$ cat src/rtl/gpio_pkg.sv
package gpio_pkg;
  localparam int unsigned PIN_COUNT = 32;
  localparam int unsigned WORD_W    = 32;
  localparam int unsigned STRB_W    = WORD_W / 8;
  localparam int unsigned MODE_W    = 2;
  localparam int unsigned CFG_W     = PIN_COUNT * MODE_W;
  localparam int unsigned REG_COUNT = 8;
  localparam int unsigned IDX_W     = $clog2(REG_COUNT);
  localparam int unsigned IRQ_W     = 2;

  // Word index of each register; order defines the byte map.
  typedef enum logic [IDX_W-1:0] {
    REG_DATA   = 3'd0,
    REG_DIR    = 3'd1,
    REG_PAD    = 3'd2,
    REG_CFG_LO = 3'd3,
    REG_CFG_HI = 3'd4,
    REG_MASK   = 3'd5,
    REG_STAT   = 3'd6,
    REG_ANYE   = 3'd7
  } reg_sel_e;

  typedef enum logic [MODE_W-1:0] {
    TRIG_LOW  = 2'b00,
    TRIG_HIGH = 2'b01,
    TRIG_RISE = 2'b10,
    TRIG_FALL = 2'b11
  } trig_mode_e;

  typedef struct packed {
    logic data;
    logic dir;
    logic cfg_lo;
    logic cfg_hi;
    logic mask;
    logic stat;
    logic any_edge;
  } reg_wr_t;
endpackage

$ cat src/rtl/gpio_bus_port.sv
module gpio_bus_port
  import gpio_pkg::*;
#(
  parameter int unsigned ADDR_W = 6
) (
  input  logic                              clk,
  input  logic                              rst_n,
  input  logic                              req_valid,
  output logic                              req_ready,
  input  logic                              req_write,
  input  logic [ADDR_W-1:0]                 req_addr,
  input  logic [STRB_W-1:0]                 req_be,
  input  logic [WORD_W-1:0]                 req_wdata,
  output logic                              rsp_valid,
  input  logic                              rsp_ready,
  output logic [WORD_W-1:0]                 rsp_rdata,
  output reg_wr_t                           wr_en,
  output logic [WORD_W-1:0]                 wr_data,
  input  logic [REG_COUNT-1:0][WORD_W-1:0]  rd_bank
);
  localparam int unsigned OFS_LSB = $clog2(STRB_W);
  localparam int unsigned WIDX_W  = ADDR_W - OFS_LSB;

  logic              rsp_valid_q;
  logic [WORD_W-1:0] rsp_rdata_q;
  logic              accept;
  logic              aligned;
  logic              full_word;
  logic              in_map;
  logic              legal;
  logic [WIDX_W-1:0] word_idx;
  reg_sel_e          sel;

  assign word_idx  = req_addr[ADDR_W-1:OFS_LSB];
  assign sel       = reg_sel_e'(word_idx[IDX_W-1:0]);
  assign aligned   = ~|req_addr[OFS_LSB-1:0];
  assign full_word = &req_be;

  generate
    if (WIDX_W > IDX_W) begin : g_range
      assign in_map = ~|word_idx[WIDX_W-1:IDX_W];
    end else begin : g_exact
      assign in_map = 1'b1;
    end
  endgenerate

  assign legal     = aligned & full_word & in_map;
  assign req_ready = ~rsp_valid_q | rsp_ready;
  assign accept    = req_valid & req_ready;
  assign wr_data   = req_wdata;

  always_comb begin
    wr_en = '0;
    if (accept && req_write && legal) begin
      unique case (sel)
        REG_DATA:   wr_en.data     = 1'b1;
        REG_DIR:    wr_en.dir      = 1'b1;
        REG_CFG_LO: wr_en.cfg_lo   = 1'b1;
        REG_CFG_HI: wr_en.cfg_hi   = 1'b1;
        REG_MASK:   wr_en.mask     = 1'b1;
        REG_STAT:   wr_en.stat     = 1'b1;
        REG_ANYE:   wr_en.any_edge = 1'b1;
        default:    wr_en          = '0;
      endcase
    end
  end

  always_ff @(posedge clk or negedge rst_n) begin
    if (!rst_n) begin
      rsp_valid_q <= 1'b0;
      rsp_rdata_q <= '0;
    end else if (accept) begin
      rsp_valid_q <= 1'b1;
      rsp_rdata_q <= (!req_write && legal) ? rd_bank[sel] : '0;
    end else if (rsp_ready) begin
      rsp_valid_q <= 1'b0;
    end
  end

  assign rsp_valid = rsp_valid_q;
  assign rsp_rdata = rsp_rdata_q;
endmodule

$ cat src/rtl/gpio_pin_sync.sv
module gpio_pin_sync #(
  parameter int unsigned WIDTH  = 32,
  parameter int unsigned STAGES = 2
) (
  input  logic             clk,
  input  logic             rst_n,
  input  logic [WIDTH-1:0] pin_in,
  output logic [WIDTH-1:0] level,
  output logic [WIDTH-1:0] level_prev
);
  logic [STAGES-1:0][WIDTH-1:0] chain;
  logic [WIDTH-1:0]             prev_q;

  generate
    for (genvar s = 0; s < STAGES; s++) begin : g_stage
      always_ff @(posedge clk or negedge rst_n) begin
        if (!rst_n) begin
          chain[s] <= '0;
        end else begin
          chain[s] <= (s == 0) ? pin_in : chain[(s == 0) ? 0 : s-1];
        end
      end
    end
  endgenerate

  always_ff @(posedge clk or negedge rst_n) begin
    if (!rst_n) begin
      prev_q <= '0;
    end else begin
      prev_q <= chain[STAGES-1];
    end
  end

  assign level      = chain[STAGES-1];
  assign level_prev = prev_q;
endmodule

$ cat src/rtl/gpio_trig_detect.sv
module gpio_trig_detect
  import gpio_pkg::*;
#(
  parameter int unsigned WIDTH = 32
) (
  input  logic [WIDTH-1:0]        level,
  input  logic [WIDTH-1:0]        level_prev,
  input  logic [WIDTH-1:0]        dir,
  input  logic [WIDTH*MODE_W-1:0] cfg,
  input  logic [WIDTH-1:0]        any_edge,
  output logic [WIDTH-1:0]        hit
);
  generate
    for (genvar p = 0; p < WIDTH; p++) begin : g_pin
      trig_mode_e mode_p;
      logic       changed;
      logic       by_mode;

      assign mode_p  = trig_mode_e'(cfg[MODE_W*p +: MODE_W]);
      assign changed = level[p] ^ level_prev[p];

      always_comb begin
        unique case (mode_p)
          TRIG_LOW:  by_mode = ~level[p];
          TRIG_HIGH: by_mode = level[p];
          TRIG_RISE: by_mode = changed & level[p];
          TRIG_FALL: by_mode = changed & ~level[p];
          default:   by_mode = 1'b0;
        endcase
      end

      assign hit[p] = ~dir[p] & (any_edge[p] ? changed : by_mode);
    end
  endgenerate
endmodule

$ cat src/rtl/gpio_ctrl.sv
module gpio_ctrl
  import gpio_pkg::*;
#(
  parameter int unsigned ADDR_W       = 6,
  parameter bit          SPLIT_IRQ    = 1'b1,
  parameter bit          HAS_ANY_EDGE = 1'b1,
  parameter int unsigned SYNC_STAGES  = 2
) (
  input  logic                 clk,
  input  logic                 rst_n,
  input  logic                 req_valid,
  output logic                 req_ready,
  input  logic                 req_write,
  input  logic [ADDR_W-1:0]    req_addr,
  input  logic [STRB_W-1:0]    req_be,
  input  logic [WORD_W-1:0]    req_wdata,
  output logic                 rsp_valid,
  input  logic                 rsp_ready,
  output logic [WORD_W-1:0]    rsp_rdata,
  input  logic [PIN_COUNT-1:0] pin_in,
  output logic [PIN_COUNT-1:0] pin_out,
  output logic [PIN_COUNT-1:0] pin_oe,
  output logic [IRQ_W-1:0]     irq
);
  localparam int unsigned HALF = PIN_COUNT / 2;

  reg_wr_t                          wr_en;
  logic [WORD_W-1:0]                wr_data;
  logic [REG_COUNT-1:0][WORD_W-1:0] rd_bank;

  logic [PIN_COUNT-1:0] data_q;
  logic [PIN_COUNT-1:0] dir_q;
  logic [CFG_W-1:0]     cfg_q;
  logic [PIN_COUNT-1:0] mask_q;
  logic [PIN_COUNT-1:0] stat_q;
  logic [PIN_COUNT-1:0] anye_q;
  logic [PIN_COUNT-1:0] level;
  logic [PIN_COUNT-1:0] level_prev;
  logic [PIN_COUNT-1:0] hit;
  logic [PIN_COUNT-1:0] clr;
  logic [PIN_COUNT-1:0] pending;

  gpio_bus_port #(.ADDR_W(ADDR_W)) u_port (
    .clk       (clk),
    .rst_n     (rst_n),
    .req_valid (req_valid),
    .req_ready (req_ready),
    .req_write (req_write),
    .req_addr  (req_addr),
    .req_be    (req_be),
    .req_wdata (req_wdata),
    .rsp_valid (rsp_valid),
    .rsp_ready (rsp_ready),
    .rsp_rdata (rsp_rdata),
    .wr_en     (wr_en),
    .wr_data   (wr_data),
    .rd_bank   (rd_bank)
  );

  gpio_pin_sync #(.WIDTH(PIN_COUNT), .STAGES(SYNC_STAGES)) u_sync (
    .clk        (clk),
    .rst_n      (rst_n),
    .pin_in     (pin_in),
    .level      (level),
    .level_prev (level_prev)
  );

  gpio_trig_detect #(.WIDTH(PIN_COUNT)) u_detect (
    .level      (level),
    .level_prev (level_prev),
    .dir        (dir_q),
    .cfg        (cfg_q),
    .any_edge   (anye_q),
    .hit        (hit)
  );

  assign clr = wr_en.stat ? wr_data : '0;

  always_ff @(posedge clk or negedge rst_n) begin
    if (!rst_n) begin
      data_q <= '0;
      dir_q  <= '0;
      cfg_q  <= '0;
      mask_q <= '0;
      stat_q <= '0;
    end else begin
      if (wr_en.data)   data_q               <= wr_data;
      if (wr_en.dir)    dir_q                <= wr_data;
      if (wr_en.cfg_lo) cfg_q[WORD_W-1:0]    <= wr_data;
      if (wr_en.cfg_hi) cfg_q[CFG_W-1:WORD_W] <= wr_data;
      if (wr_en.mask)   mask_q               <= wr_data;
      // a trigger in the clearing cycle wins over the clear
      stat_q <= (stat_q & ~clr) | hit;
    end
  end

  generate
    if (HAS_ANY_EDGE) begin : g_anye
      always_ff @(posedge clk or negedge rst_n) begin
        if (!rst_n) begin
          anye_q <= '0;
        end else if (wr_en.any_edge) begin
          anye_q <= wr_data;
        end
      end
    end else begin : g_no_anye
      logic unused_anye_wr;
      assign unused_anye_wr = wr_en.any_edge;
      assign anye_q         = '0;
    end
  endgenerate

  always_comb begin
    rd_bank             = '0;
    rd_bank[REG_DATA]   = (data_q & dir_q) | (level & ~dir_q);
    rd_bank[REG_DIR]    = dir_q;
    rd_bank[REG_PAD]    = level & ~dir_q;
    rd_bank[REG_CFG_LO] = cfg_q[WORD_W-1:0];
    rd_bank[REG_CFG_HI] = cfg_q[CFG_W-1:WORD_W];
    rd_bank[REG_MASK]   = mask_q;
    rd_bank[REG_STAT]   = stat_q;
    rd_bank[REG_ANYE]   = anye_q;
  end

  assign pending = stat_q & mask_q;

  generate
    if (SPLIT_IRQ) begin : g_split
      assign irq[0] = |pending[HALF-1:0];
      assign irq[1] = |pending[PIN_COUNT-1:HALF];
    end else begin : g_single
      assign irq[0] = |pending;
      assign irq[1] = 1'b0;
    end
  endgenerate

  assign pin_out = data_q;
  assign pin_oe  = dir_q;
endmodule

$ cat config.mk
export PLATFORM = sky130hd
export DESIGN_NAME = gpio_ctrl
export DESIGN_NICKNAME = d
export VERILOG_FILES = /design/src/rtl/gpio_pkg.sv /design/src/rtl/gpio_bus_port.sv /design/src/rtl/gpio_pin_sync.sv /design/src/rtl/gpio_trig_detect.sv /design/src/rtl/gpio_ctrl.sv
export SDC_FILE = /design/constraint.sdc
export NUM_CORES = 1
export LEC_CHECK = 0
export BUFFER_PORTS_ARGS = -buffer_cell sky130_fd_sc_hd__buf_2
export CAP_MARGIN = 10
export CORE_MARGIN = 2
export CORE_UTILIZATION = 60
export DETAILED_ROUTE_END_ITERATION = 6
export PLACE_DENSITY = 0.91
export RECOVER_POWER = 25
export SYNTH_ARGS = -nofsm -noshare
export SYNTH_HDL_FRONTEND = slang
export SYNTH_SLANG_ARGS = --single-unit
$ cat constraint.sdc
create_clock -name clk -period 4.22 [get_ports clk]
set_input_delay 0.633 -clock clk [delete_from_list [all_inputs] [get_ports clk]]
set_output_delay 0.633 -clock clk [all_outputs]
set_load 0.01 [all_outputs]
==> metrics.log <==
[metrics] Final GP Congestion: ~0.92
[metrics] accumulated negative setup slack: 0 ns
[metrics] category of the critical setup timing path: flop to output pin
[metrics] sum of overflow across all layers after global routing: 0
[metrics] synth unique cells: 48
[metrics] count of buffer and inverter cells on the critical path: 1
[metrics] Ports: 179
[metrics] DRC Markers: 0
[metrics] wire length of the first global-routing pass: 69800 um
[metrics] number of post-CTS setup repair buffers: 0
[metrics] instance count on the critical path: 4
[metrics] Peak VDD IR: 0.000304 V
[metrics] min Tclk post-route: between 2 and 3 ns
[metrics] maximum clock frequency: 388 MHz
[metrics] count of input and output buffers: around 180
[metrics] cell accounting for the most synthesized area: sky130_fd_sc_hd__dfrtp_1
[metrics] final hold violations: 0
[metrics] DIE WIDTH: 169 um
[metrics] number of pins exceeding their max-slew limit in the final report: 74
[metrics] DR WL/cell: 25.0 um
[metrics] setup repair after global routing missed its margin: no
[metrics] total of max-cap violations: 1
[metrics] type of element capturing the critical path: output pin
[metrics] dpl hpwl: 28400 um
[metrics] clk_lat worst skew: 0.52 ns
[metrics] kind of cell adding the most delay to the critical path: compound AO/OA/AOI/OAI gates
[metrics] Clk Tree Root Cell: sky130_fd_sc_hd__clkbuf_16
[metrics] number of DRC markers after the initial detailed-route iteration: 1237
[metrics] primary flip-flop cell chosen by synthesis mapping: sky130_fd_sc_hd__dfrtp_1
[metrics] Pre-Repair DR Iteration Count: 5
[metrics] Die Outline Area: 28500 um^2
[metrics] fraction of registers with async set or reset after synthesis: 100%
[metrics] setup slack after placement: 1.25 ns
[metrics] number of global-route vias before repair: 12300
[metrics] number of synthesized register bits: 353
[metrics] placeable core area: roughly 27000 um^2
[metrics] worst reg2reg path depth: 5
[metrics] critical-path maximum fanout: 3
[metrics] synthesized cell area: 16300 um^2
[metrics] cells along the critical path: a22o_1 > a221oi_1 > nand4_1 > buf_2
[metrics] worst hold path stage count: 1
[metrics] maximum number of pins on one net before global-route repair: 96
[metrics] Leakage Power: between 0.009 and 0.01 uW
[metrics] gate count after technology mapping: roughly 1300
[metrics] CP arrival: 1.94 ns
[metrics] total track usage: 31.5%
[metrics] post-route clock skew: 0.00680 ns
[metrics] number of levels in the clock H-tree: 2
[metrics] largest stage delay on the critical path: 0.40 ns
[metrics] die height: ~170 um
[metrics] mean instance size in the synthesized netlist: between 10 and 15 um^2
[metrics] warning count from the yosys run: 0
[metrics] TritonCTS Sinks: about 350
[metrics] status: complete, but fails checks
[metrics] count of flip-flops with a built-in enable after synthesis: 0
[metrics] Power per Cell Area: 377 nW/um^2
[metrics] violated checks: capacitance limit, slew limit
[metrics] Max-Slew Margin vs Limit: -32.4%
[metrics] Slowest-stage cell, CP: sky130_fd_sc_hd__dfrtp_1
[metrics] Post-Synthesis Net Count: about 1400
[metrics] final period utilization: 61.0%
[metrics] number of setup violations in the final report: 0
[metrics] CTS hold repair buffers: 0
[metrics] number of buffers between clock root and the deepest sink: 3
[metrics] routed vias/inst: 6.77
[metrics] antenna-violating nets left: 0
[metrics] clock transition at the registers of the reported paths: 0.06 ns
[metrics] cell types with the largest area share after synthesis: sky130_fd_sc_hd__dfrtp_1 (54%), sky130_fd_sc_hd__mux2_2 (9.8%), sky130_fd_sc_hd__mux4_2 (4.3%)
[metrics] Ant. Diodes: 0
[metrics] DRT Wirelength: 44600 um
[metrics] CTS tree: yes
[metrics] initial antenna violation count: 0
[metrics] least setup slack across all paths after layout: roughly 1.6 ns
[metrics] HP Class: input port to flop
[metrics] total number of placement rows: 60
[metrics] actual slew at the worst max-slew pin: 1.99 ns
[metrics] sequential area share after synthesis: 54.1%
[metrics] CP Data Required Time: ~3.6 ns
[metrics] fraction of final layout cells with drive strength greater than 1: between 30% and 40%
[metrics] top-area cell type share of the netlist area: 54.1%
[metrics] Syn-to-layout area delta: 13.2%
[metrics] final-stage net count: approximately 1500
[metrics] Starting Density: 60.9%
[metrics] cts repair resizes: 0
[metrics] kind of launch point of the worst setup path: flop
[metrics] CTS buffer count: 37
[metrics] routed via count: between 10000 and 15000
## cells in the mapped netlist, types with 8 or more instances
library cell	n
sky130_fd_sc_hd__o2bb2ai_1	17
sky130_fd_sc_hd__mux2_4	30
sky130_fd_sc_hd__a22o_1	8
sky130_fd_sc_hd__nor3_1	34
sky130_fd_sc_hd__nand2b_1	18
sky130_fd_sc_hd__nor2b_1	16
sky130_fd_sc_hd__a211oi_1	17
sky130_fd_sc_hd__a311oi_1	16
sky130_fd_sc_hd__o22ai_1	17
sky130_fd_sc_hd__a2111oi_0	14
sky130_fd_sc_hd__o31ai_1	14
sky130_fd_sc_hd__and3b_1	14
sky130_fd_sc_hd__nor2_1	75
sky130_fd_sc_hd__xor2_1	32
sky130_fd_sc_hd__mux4_2	31
sky130_fd_sc_hd__mux2_2	142
sky130_fd_sc_hd__nand3b_1	34
sky130_fd_sc_hd__a221oi_1	23
sky130_fd_sc_hd__clkbuf_1	30
sky130_fd_sc_hd__inv_1	20
sky130_fd_sc_hd__nand2_1	49
sky130_fd_sc_hd__o21ai_0	33
sky130_fd_sc_hd__buf_2	22
sky130_fd_sc_hd__o311ai_0	18
sky130_fd_sc_hd__mux2_1	22
sky130_fd_sc_hd__mux2i_1	31
sky130_fd_sc_hd__dfrtp_1	353
sky130_fd_sc_hd__buf_4	32
sky130_fd_sc_hd__nand3_1	35
sky130_fd_sc_hd__o21bai_1	15
sky130_fd_sc_hd__a21o_1	30
## logic make-up (layout without fill, tap and decap cells)
family / Yosys count / after routing / synth area share (%)
AND/OR/NAND/NOR: 290 / 290 / 9.45
multiplexers: 256 / 256 / 20.3
XOR/XNOR: 32 / 32 / 1.72
AO/OA/AOI/OAI: 228 / 228 / 10.6
flip-flops: 353 / 353 / 54.1
buffers and inverters: 116 / 281 / 3.85
## final timing paths
check | from | endpoint | slack (ns)
min in group asynchronous | rst_n | u_sync.level[27] | 0.65
worst max register to register | u_port.rsp_valid | mask_q[4] | 1.82
worst min register to register | u_sync.chain[19] | u_sync.level[19] | 0.34
max in group asynchronous | rst_n | u_port.rsp_rdata[11] | 1.97
worst min-delay path | pin_in[24] | u_sync.chain[24] | 0.21
worst max-delay path | stat_q[15] | irq[0] | 1.64
## cell usage in the layout (no fill, tap or decap), types with 4 or more instances in the layout
master                      synthesis  routed
sky130_fd_sc_hd__mux4_2            31      31
sky130_fd_sc_hd__mux2_1            22      22
sky130_fd_sc_hd__o21ai_0           33      33
sky130_fd_sc_hd__a211oi_1          17      17
sky130_fd_sc_hd__xor2_1            32      32
sky130_fd_sc_hd__inv_1             20      20
sky130_fd_sc_hd__buf_4             32      19
sky130_fd_sc_hd__buf_2             22     174
sky130_fd_sc_hd__nand2b_1          18      18
sky130_fd_sc_hd__nand3b_1          34      34
sky130_fd_sc_hd__o21bai_1          15      15
sky130_fd_sc_hd__nor2b_1           16      16
sky130_fd_sc_hd__a2111oi_0         14      14
sky130_fd_sc_hd__o22ai_1           17      17
sky130_fd_sc_hd__nand4_1            4       4
sky130_fd_sc_hd__nor3_1            34      33
sky130_fd_sc_hd__mux2_4            30      30
sky130_fd_sc_hd__nor2_1            75      74
sky130_fd_sc_hd__nand3_1           35      35
sky130_fd_sc_hd__clkbuf_16          0      37
sky130_fd_sc_hd__o2bb2ai_1         17      17
sky130_fd_sc_hd__mux2_2           142     142
sky130_fd_sc_hd__nand2_1           49      48
sky130_fd_sc_hd__a221oi_1          23      23
sky130_fd_sc_hd__o311ai_0          18      18
sky130_fd_sc_hd__dfrtp_1          353     353
sky130_fd_sc_hd__a21o_1            30      30
sky130_fd_sc_hd__a311oi_1          16      16
sky130_fd_sc_hd__clkbuf_8           0      10
sky130_fd_sc_hd__buf_12             0       4
sky130_fd_sc_hd__o31ai_1           14      14
sky130_fd_sc_hd__and3b_1           14      14
sky130_fd_sc_hd__a22o_1             8       8
sky130_fd_sc_hd__clkbuf_1          30       9
sky130_fd_sc_hd__mux2i_1           31      31
## layer usage
layer | GRT usage (%) | vias up | routed length, um
li1 | - | 5007 | -
met1 | 41.6 | 6120 | 16800
met2 | 51.1 | 760 | 21600
met3 | 6.03 | 170 | 4200
met4 | 14.4 | 0 | 2000
met5 | 0 | - | 0
## worst register-to-register path: stages, from the launching register on
cell	delay [ns]
sky130_fd_sc_hd__dfrtp_1	0.38
sky130_fd_sc_hd__nand2b_1	0.21
sky130_fd_sc_hd__nand3_1	0.22
sky130_fd_sc_hd__or4_2	0.71
sky130_fd_sc_hd__buf_4	0.36
sky130_fd_sc_hd__mux2_4	0.41
## flip-flops by register name, summed over array words and instances, names as in the netlist
signal             flops
u_sync.level          32
stat_q                32
cfg_q                 64
pin_out               32
pin_oe                32
u_sync.chain          32
anye_q                32
mask_q                32
u_port.rsp_rdata      32
u_port.rsp_valid       1
u_sync.level_prev     32
## per-stage QoR
stage          instances  cell area, um^2  util [%]  hold slack [ns]  total power (uW)
2_1_floorplan       1275            16300         -            0.331              3730
3_3_place_gp        1720            17400      64.8            0.332              3940
3_5_place_dp        1720            17400      64.8            0.335              3950
4_1_cts             1780            18500      69.0            0.111              6990
5_1_grt             1781            18500      69.0            0.198              7190
6_report            1781            18500      69.0            0.213              6980
## area by class of cell
class / count / area [um^2]
sequential: 353 / 8830
timing repair buffer: 200 / 1120
tap: 341 / 427
inverter: 21 / 78.8
clock buffer: 55 / 1090
multi-input combinational: 806 / 6910
fill: 1744 / 8320
clock inverter: 5 / 30.0
## where the power goes
group	switching, uW	total [uW]	internal (uW)	leakage (uW)
Sequential	63.0	3510	3440	0.00454
Clock	1300	3070	1780	0.000549
Combinational	252	396	144	0.00394
Note: power is estimated with default switching activity, not from simulation.
